[src/rtl/e3_payload_rx.sv]
module e3_payload_rx #(
  parameter int OVH_BITS = 16,
  parameter int PAY_BITS = 4240,
  localparam int FRAME_LEN = OVH_BITS + PAY_BITS,
  localparam int CNT_W = $clog2(FRAME_LEN),
  localparam int IDX_W = $clog2(PAY_BITS)
) (
  input  logic             clk,
  input  logic             rst,
  input  logic             serial_sel_n,
  input  logic [1:0]       timing_sel,
  input  logic             frame_ref,
  input  logic             ser_in,
  output logic             ovh_ind,
  output logic             pay_bit,
  output logic [IDX_W-1:0] pay_idx,
  output logic             pay_valid,
  output logic             misalign
);

  localparam logic [CNT_W-1:0] LAST = CNT_W'(FRAME_LEN - 1);
  localparam logic [CNT_W-1:0] OVH_END = CNT_W'(OVH_BITS);

  logic [CNT_W-1:0] cnt;
  logic             locked;
  logic             mode_ok;
  logic             in_ovh;
  logic             ref_take;

  assign mode_ok  = (timing_sel == 2'b01) && !serial_sel_n;
  assign in_ovh   = cnt < OVH_END;
  assign ovh_ind  = mode_ok && locked && in_ovh;
  assign ref_take = mode_ok && frame_ref;

  always_ff @(posedge clk) begin
    if (rst || !mode_ok) begin
      cnt    <= '0;
      locked <= 1'b0;
    end else if (ref_take) begin
      cnt    <= '0;
      locked <= 1'b1;
    end else if (locked) begin
      cnt <= (cnt == LAST) ? '0 : cnt + 1'b1;
    end
  end

  always_ff @(posedge clk) begin
    if (rst) begin
      pay_valid <= 1'b0;
      pay_bit   <= 1'b0;
      pay_idx   <= '0;
      misalign  <= 1'b0;
    end else begin
      pay_valid <= mode_ok && locked && !in_ovh;
      misalign  <= ref_take && locked && (cnt != LAST);
      if (mode_ok && locked && !in_ovh) begin
        pay_bit <= ser_in;
        pay_idx <= IDX_W'(cnt - OVH_END);
      end
    end
  end


  ovh_no_capture_chk: assert property (@(posedge clk) disable iff (rst)
    ovh_ind |=> !pay_valid);


  mode_idle_chk: assert property (@(posedge clk) disable iff (rst)
    !mode_ok |=> !pay_valid && !misalign && !ovh_ind);


  misalign_cause_chk: assert property (@(posedge clk) disable iff (rst)
    misalign |-> $past(frame_ref));


  ovh_hold_chk: assert property (@(posedge clk) disable iff (rst)
    ovh_ind && mode_ok && !frame_ref && (cnt != OVH_END - 1'b1) |=> ovh_ind);


  idx_step_chk: assert property (@(posedge clk) disable iff (rst)
    pay_valid && $past(pay_valid) && (pay_idx != '0) |-> pay_idx == $past(pay_idx) + 1'b1);

endmodule

[config.mk]
export PLATFORM = sky130hd
export DESIGN_NAME = e3_payload_rx
export DESIGN_NICKNAME = d
export VERILOG_FILES = /design/src/rtl/e3_payload_rx.sv
export SDC_FILE = /design/constraint.sdc
export NUM_CORES = 1
export LEC_CHECK = 0
export ABC_AREA = 1
export BUFFER_PORTS_ARGS = -buffer_cell sky130_fd_sc_hd__buf_2
export CAP_MARGIN = 20
export CORE_ASPECT_RATIO = 0.9
export CORE_MARGIN = 8
export CORE_UTILIZATION = 40
export DETAILED_ROUTE_END_ITERATION = 10
export HOLD_SLACK_MARGIN = 0.08
export PLACE_DENSITY = 0.65
export SYNTH_ARGS = -nofsm -noshare
export SYNTH_HDL_FRONTEND = slang
export SYNTH_SLANG_ARGS = --single-unit
[constraint.sdc]
create_clock -name clk -period 3.8 [get_ports clk]
set_input_delay 0.57 -clock clk [delete_from_list [all_inputs] [get_ports clk]]
set_output_delay 0.57 -clock clk [all_outputs]
set_load 0.02 [all_outputs]
Yosys cells after proc, flatten, opt, wreduce, memory -nomap -nowiden

Cells that the tools add are included.

Logic and storage cells: 25
Bits of input ports: 7
Bits in registers: 30

Eq/ne operators: 3
Multiplexer cells: 1
Add/sub/neg operators: 2
Reduce and logical (&&, ||, !) cells: 12
Magnitude comparators: 1

Operators with widths:

| cell                                                                           | number |
|---|---|
| 13-bit by 1-bit adder with 13-bit output (second input constant)               | 1 |
| 13-bit equality test (second input constant)                                   | 1 |
| 13-bit by 5-bit less-than comparator with 1-bit output (second input constant) | 1 |
| 13-bit 2-to-1 mux                                                              | 1 |
| 13-bit != test (second input constant)                                         | 1 |
| 13-bit by 5-bit subtractor with 13-bit output (second input constant)          | 1 |
| 1-bit logical AND                                                              | 7 |
| 1-bit zero test                                                                | 3 |
| 2-bit by 1-bit equality test with 1-bit output (second input constant)         | 1 |
| 2-bit OR reduction                                                             | 1 |
| 1-bit logical OR                                                               | 1 |

Depth between registers and ports, before layout

Gate-level depths: netlist of the first run.

Depth after elaboration: 5
Depth in mapped cells: 10
Mapped depth without buffers: 8

Least setup slack after synthesis of the first run

No wires, ideal clock.

Path kind: flip-flop to output port
Start: register cnt[6]
End: output port ovh_ind
Path slack: 1853 ps
Stages on the path, launching flop included: 8
Arrival time: 1377 ps
Data required time: 3230 ps
Cell sequence: dfxtp_1 -> buf_6 -> nor2_8 -> nand2_4 -> nor2_8 -> nand2_4 -> buf_6 -> nor3_1

Cells in the longest elaborated chain, start to end: 2

RTL lines:

| what                                                   | line | RTL |
|---|---|---|
| start, declared                                        | 24   | `logic [CNT_W-1:0] cnt;` |
| start signal, assigned                                 | 43   | `cnt <= (cnt == LAST) ? '0 : cnt + 1'b1;` |
| 13-bit by 5-bit less-than comparator with 1-bit output | 31   | `assign in_ovh = cnt < OVH_END;` |
| 1-bit logical AND                                      | 32   | `assign ovh_ind = mode_ok && locked && in_ovh;` |
| end, declared                                          | 14   | `output logic ovh_ind,` |

No other way between the ends.

Worst setup path after layout of the first run

Ends and elaborated chain as after synthesis.

==> flow_summary_export.csv, run 1 <==
group,metric,value,unit
floorplanning,dieWidth,84.0,µm
setup_path,critical_path_class,"reg2out",
power,p_int,599,µW
floorplanning,starting_density_of_the_core,41.2,%
setup_path,critPathSlowestCell,"sky130_fd_sc_hd__dfxtp_1",
yosys,asyncSetResetFlopFracSynth,0,%
setup_path,max_stage_delay,0.44,ns
setup_path,cp-start-kind,"flop",
yosys,synth_mux_area_share,0,%
yosys,number_of_synthesized_register_bits,30,
power,leakage,0.904,nW
setup_path,worstPathMaxFanout,18,
timing,final_period_minus_worst_setup_slack,2.15,ns
clock_network,hold_buffer_count_at_cts,0,
outcome,status,"finished clean",
final_layout,postLayoutCoreUtil,47.7,%
yosys,sequential_cell_area_fraction_in_the_yosys_report,36.1,%
floorplanning,die_height,77.2,µm
power,power.net_switching,129,µW
drt,drtPass1Iterations,4,
final_layout,growth_of_design_area_from_synthesis_to_finish,15.8,%
global_routing,globalRoute.totalOverflow,0,
power,clock_power_share,55.0,%
min_path,hp-start,"rst",
setup_path,required,3.23,ns
place,pre_cts_slack,1.91,ns
global_routing,number_of_antenna_violations_at_the_first_check_in_global_routing,0,
yosys,yosys_warnings,0,
timing,report.final.setup_viol,0,
timing,max_clock_freq,466,MHz
timing,fin_skew,0.00737,ns
place,dp_hpwl,2.55,mm
setup_path,critical_path_buf_inv_count,1,
yosys,share_of_the_synthesized_area_in_compound_gates_ao_oa_aoi_oai,4.66,%
final_layout,layout.nets,270,
floorplanning,floorplan.io_pins,24,
yosys,synth_xor_area_share,4.21,%
min_path,holdCritPathClass,"in2reg",
yosys,synth_nets,245,
timing,rsz0062_at_grt,"no",
final_layout,n_antenna_cell,0,
setup_path,critPathTopFamily,"simple AND/OR/NAND/NOR gates",
yosys,ys_types,24,
yosys,dominantRegCellSynth,"sky130_fd_sc_hd__dfxtp_1",
floorplanning,floorplan.die_area,6490,µm²
yosys,syn-cell-area,1670,µm²
drt,drtAntennaViolNets,0,
setup_path,arrival_time_at_the_worst_endpoint,1.58,ns
global_routing,grt_use_total,11.2,%
power,cellPowerDensity,377,nW/µm²
global_routing,first_global_vias,1310,
clock_network,clock_sinks,30,
power,power.share.switching,17.7,%
yosys,postSynthCellCount,234,
timing,finalSetupTns,0,ns
clock_network,total_setup_buffers_inserted_after_cts,0,
power,comb_power_share,1.7,%
timing,fin_hold_ws,0.447,ns
setup_path,worstPathCellList,"nor2_8 -> nand2_4 -> nor2_8 -> nand2_4 -> nor3_1 -> buf_2",
global_routing,wire_length_of_the_first_global_routing_pass,6.04,mm
yosys,synth_top_family_by_area,"simple AND/OR/NAND/NOR gates",
clock_network,clockBufferDepth,2,
job,max-cap-violations,0,
clock_network,ctsRootBufferMaster,"sky130_fd_sc_hd__clkbuf_8",
clock_network,worst_setup_hold_path_clk_slew,0.07,ns
timing,final-max-slew-violation-count,0,
clock_network,htree_num_levels,2,
drt,drt_iter0_markers,73,
yosys,post_synth_and_or_nand_nor_area_fraction,42.7,%
drt,drt_wl_total,3.41,mm
final_layout,drive_above_1_share,23.5,%
place,placement.io_buffers,23,
global_routing,maximum_number_of_pins_on_one_net_before_global_route_repair,19,
clock_network,clkLatencyLatePin,0.28,ns
setup_path,r2r-start,"cnt[5]$_SDFFE_PP0P_",
setup_path,setup.worst_path.end_class,"output port",
final_layout,fillerInstances,410,
power,share_seq_of_total_power,43.3,%
timing,fin_crit_sh,56.5,%
clock_network,tritoncts,"yes",
timing,worst_tran_pin_value,0.459,ns
timing,max_slew_margin,69.4,%
drt,routed_vias_inst,4.59,
drt,route.detailed.wl_per_inst,11.1,µm
yosys,synth_adder_area_share,3.01,%
yosys,synth_edf_count,0,
place,place_congestion,0.871,
timing,setup_slack,1.65,ns
floorplanning,core-area,4050,µm²
clock_network,cts_buffers,5,
floorplanning,std_cell_rows,22,
drt,route.detailed.drc,0,
setup_path,worst_setup_path_startpoint,"cnt[6]$_SDFFE_PP0P_",
yosys,syn_avg_cell_area,7.12,µm²
power,ir_worst_vdd,0.000339,V
timing,timing_hold_violations_final,0,
drt,num_vias,1415,
clock_network,post_cts_repair_resize_count,0,
## layout make-up
class / count / area [µm²] / area share (%)
clock buffer: 6 / 82.6 / 4.28
clock inverter: 2 / 60.1 / 3.11
inverter: 27 / 101 / 5.26
multi-input combinational: 172 / 908 / 47.1
sequential: 30 / 601 / 31.1
tap: 48 / 60.1 / 3.11
timing repair buffer: 23 / 115 / 5.97
## sequential cells by signal, indices dropped and copies added (netlist names)
| signal | cells |
|---|---|
| cnt | 13 |
| pay_idx | 13 |
| pay_bit | 1 |
| misalign | 1 |
| locked | 1 |
| pay_valid | 1 |
## Yosys cell counts (3+ instances only)
master	count	share of area (%)
sky130_fd_sc_hd__inv_1	20	4.5
sky130_fd_sc_hd__nor2_1	39	8.8
sky130_fd_sc_hd__nor2_8	3	3.6
sky130_fd_sc_hd__o21ai_0	3	0.90
sky130_fd_sc_hd__a21oi_1	11	3.3
sky130_fd_sc_hd__ha_1	4	3.0
sky130_fd_sc_hd__xor2_1	7	3.7
sky130_fd_sc_hd__nand3b_1	3	1.4
sky130_fd_sc_hd__nor2_2	13	4.9
sky130_fd_sc_hd__nand2_1	54	12
sky130_fd_sc_hd__nand2_4	4	2.7
sky130_fd_sc_hd__nand2_2	3	1.1
sky130_fd_sc_hd__inv_2	7	1.6
sky130_fd_sc_hd__nand3_1	22	6.6
sky130_fd_sc_hd__dfxtp_1	30	36
## power by group through the flow
| stage | registers (mW) | clock network, mW | logic [mW] |
|---|---|---|---|
| 4_1_cts | 0.315 | 0.408 | 0.0128 |
| 3_3_place_gp | 0.322 | 0 | 0.0126 |
| 3_5_place_dp | 0.322 | 0 | 0.0128 |
| 6_report | 0.315 | 0.400 | 0.0126 |
| 5_1_grt | 0.315 | 0.420 | 0.0143 |
| 2_1_floorplan | 0.322 | 0 | 0.00813 |
## logic make-up after synthesis
family	count (synthesis)
AND/OR/NAND/NOR	145
buffers and inverters	32
flip-flops	30
AO/OA/AOI/OAI	15
XOR/XNOR	8
adder cells (fa/ha/maj)	4
## cell usage in the layout (no fill, tap or decap), types with 3 or more instances in the layout
master	synthesis	routed
sky130_fd_sc_hd__nor2_1	39	39
sky130_fd_sc_hd__buf_2	1	23
sky130_fd_sc_hd__inv_1	20	20
sky130_fd_sc_hd__o21ai_0	3	3
sky130_fd_sc_hd__nor2_2	13	13
sky130_fd_sc_hd__nand2_4	4	4
sky130_fd_sc_hd__nand2_1	54	54
sky130_fd_sc_hd__nor2_8	3	3
sky130_fd_sc_hd__a21oi_1	11	11
sky130_fd_sc_hd__dfxtp_1	30	30
sky130_fd_sc_hd__nand3_1	22	22
sky130_fd_sc_hd__clkbuf_8	0	6
sky130_fd_sc_hd__xor2_1	7	7
sky130_fd_sc_hd__inv_2	7	7
sky130_fd_sc_hd__nand3b_1	3	3
sky130_fd_sc_hd__nand2_2	3	3
sky130_fd_sc_hd__ha_1	4	4
## layer usage
| layer | up-vias | share of wire (%) | GRT usage [%] |
|---|---|---|---|
| met5 | - | 0 | 0 |
| met2 | 21 | 42 | 15.9 |
| met1 | 617 | 52 | 14.2 |
| met3 | 4 | 5.1 | 4.75 |
| li1 | 773 | - | - |
| met4 | 0 | 1.3 | 5.69 |
## final timing paths
| kind | slack, ns | end | cells past startpoint |
|---|---|---|---|
| min | 0.45 | pay_valid$_SDFF_PP0_ | 2 |
| max | 1.65 | ovh_ind | 6 |
| max reg2reg | 2.23 | cnt[5]$_SDFFE_PP0P_ | 7 |
| min reg2reg | 0.48 | pay_bit$_SDFFE_PP0P_ | 2 |
## stage by stage
stage	total power, mW	instances	area [µm²]
after global routing	0.749	308	1930
final	0.728	308	1930
after CTS	0.736	308	1930
after floorplan	0.330	234	1670
after global placement	0.335	300	1790
after detailed placement	0.335	300	1790
Power figures use the tool's default switching activity.
==> run 2, diff against run 1 <==
==> constraint.sdc (replaced) <==
create_clock -name clk -period 2.15 [get_ports clk]
set_input_delay 0.3225 -clock clk [delete_from_list [all_inputs] [get_ports clk]]
set_output_delay 0.3225 -clock clk [all_outputs]
set_load 0.02 [all_outputs]
==> run 2 against run 1 <==
Effect of this change: first-iteration DRC count grew 4.1%; sequential power up 77%; routed wire length decreased by 1.2%; register-to-register slack got worse by 1.6 ns; count of clock-buffer cells in the layout is 2 higher; final cell count grew 0.32%; core utilization fell by 0.62 points; sequential share of layout area up 0.41 points; highest routed layer unchanged.
==> flow_summary_export.csv, run 2 (same netlist as run 1, synthesis figures left out) <==
group,metric,value,unit
place,place_congestion,0.854,
final_layout,drive_above_1_share,23.8,%
clock_network,htree_num_levels,2,
place,placement.io_buffers,23,
timing,max_slew_margin,74.7,%
floorplanning,std_cell_rows,22,
power,power.net_switching,218,µW
floorplanning,floorplan.die_area,6490,µm²
drt,routed_vias_inst,4.67,
setup_path,worstPathCellList,"nor2_8 -> nand2_4 -> nor2_8 -> nand2_4 -> nor3_1 -> buf_2",
global_routing,wire_length_of_the_first_global_routing_pass,5.95,mm
setup_path,setup.worst_path.end_class,"output port",
timing,fin_skew,0.00550,ns
power,cellPowerDensity,581,nW/µm²
drt,drt_iter0_markers,76,
final_layout,largest_registers,"cnt x13, pay_idx x13",
timing,fin_hold_ws,0.213,ns
clock_network,total_setup_buffers_inserted_after_cts,0,
final_layout,layout.nets,271,
setup_path,critical_path_class,"reg2out",
power,leakage,0.895,nW
floorplanning,dieWidth,84.0,µm
setup_path,cp-start-kind,"flop",
outcome,status,"finished clean",
power,clock_power_share,47.4,%
job,max-cap-violations,0,
clock_network,tritoncts,"yes",
place,pre_cts_slack,0.593,ns
power,p_int,888,µW
power,p_total,1.11,mW
drt,drt_wl_total,3.37,mm
clock_network,worst_setup_hold_path_clk_slew,0.06,ns
final_layout,most_frequent_cells_in_the_layout,"sky130_fd_sc_hd__nand2_1 (54), sky130_fd_sc_hd__nor2_1 (39), sky130_fd_sc_hd__dfxtp_1 (30)",
clock_network,ctsRootBufferMaster,"sky130_fd_sc_hd__clkbuf_8",
clock_network,hold_buffer_count_at_cts,0,
floorplanning,starting_density_of_the_core,41.2,%
setup_path,worstPathMaxFanout,18,
timing,report.final.setup_viol,0,
drt,num_vias,1442,
clock_network,clockBufferDepth,2,
timing,max_clock_freq,544,MHz
floorplanning,core-area,4050,µm²
timing,rsz0062_at_grt,"no",
setup_path,critPathSlowestCell,"sky130_fd_sc_hd__dfxtp_1",
clock_network,cts_buffers,5,
drt,drtAntennaViolNets,0,
place,dp_hpwl,2.65,mm
global_routing,globalRoute.totalOverflow,0,
timing,setup_slack,0.312,ns
final_layout,postLayoutCoreUtil,47.0,%
timing,worst_tran_pin_value,0.379,ns
clock_network,clkLatencyLatePin,0.28,ns
floorplanning,floorplan.io_pins,24,
timing,final-max-slew-violation-count,0,
setup_path,max_stage_delay,0.42,ns
global_routing,first_global_vias,1370,
global_routing,maximum_number_of_pins_on_one_net_before_global_route_repair,19,
final_layout,growth_of_design_area_from_synthesis_to_finish,14.3,%
drt,drtPass1Iterations,4,
timing,timing_hold_violations_final,0,
clock_network,clock_sinks,30,
setup_path,arrival_time_at_the_worst_endpoint,1.52,ns
power,share_seq_of_total_power,50.4,%
drt,route.detailed.drc,0,
setup_path,critPathTopFamily,"simple AND/OR/NAND/NOR gates",
floorplanning,die_height,77.2,µm
power,comb_power_share,2.2,%
timing,fin_crit_sh,85.5,%
clock_network,post_cts_repair_resize_count,0,
final_layout,layout.cells.most_common,"sky130_fd_sc_hd__nand2_1",
power,ir_worst_vdd,0.000306,V
setup_path,critical_path_buf_inv_count,1,
timing,final_period_minus_worst_setup_slack,1.84,ns
global_routing,number_of_antenna_violations_at_the_first_check_in_global_routing,0,
min_path,holdCritPathClass,"in2reg",
setup_path,required,1.83,ns
power,power.share.switching,19.7,%
timing,finalSetupTns,0,ns
drt,route.detailed.wl_per_inst,10.9,µm
final_layout,n_antenna_cell,0,
global_routing,grt_use_total,10.9,%
-- run 2: area by class of cell --
class / instances / area [µm²]
multi-input cells: 172 / 908
repair buffers: 24 / 123
flip-flops and latches: 30 / 601
well taps: 48 / 60.1
clock buffers: 8 / 110
inverters: 27 / 101
fillers: 423 / 2140
-- run 2: through the flow --
| stage | instances | cell area, µm² |
|---|---|---|
| 4_1_cts | 309 | 1900 |
| 5_1_grt | 309 | 1900 |
| 6_report | 309 | 1900 |
| 3_3_place_gp | 301 | 1790 |
| 3_5_place_dp | 301 | 1790 |
| 2_1_floorplan | 234 | 1670 |
-- run 2: worst register-to-register path, stage by stage, from the launching register on --
cell	delay, ns
sky130_fd_sc_hd__dfxtp_1	0.49
sky130_fd_sc_hd__inv_1	0.14
sky130_fd_sc_hd__ha_1	0.20
sky130_fd_sc_hd__nand3_1	0.08
sky130_fd_sc_hd__nor2_1	0.05
sky130_fd_sc_hd__nand3_1	0.14
sky130_fd_sc_hd__nand2_1	0.17
sky130_fd_sc_hd__a21oi_1	0.14
-- run 2: worst paths after layout --
path / from / to / slack, ns / cells after the start
worst max-delay path: cnt[6]$_SDFFE_PP0P_ / ovh_ind / 0.31 / 6
worst min-delay path: rst / pay_valid$_SDFF_PP0_ / 0.21 / 2
worst max register to register: cnt[5]$_SDFFE_PP0P_ / cnt[5]$_SDFFE_PP0P_ / 0.67 / 7
worst min register to register: pay_idx[0]$_SDFFE_PP0P_ / pay_idx[0]$_SDFFE_PP0P_ / 0.48 / 2
-- run 2: power groups by stage --
stage	clock, mW	sequential, mW	combinational [mW]
after detailed placement	0	0.569	0.0245
final	0.525	0.557	0.0242
after global placement	0	0.569	0.0246
after global routing	0.559	0.557	0.0277
after floorplan	0	0.569	0.0144
after CTS	0.538	0.557	0.0246
-- run 2: layer usage --
layer  global-route usage, %  part of all wire (%)  vias to the layer above
met5                       0                     0                        -
met4                    4.66                   1.9                        0
met3                    4.12                   4.8                        7
met2                    16.9                    44                       30
met1                    13.2                    50                      628
li1                        -                     -                      777
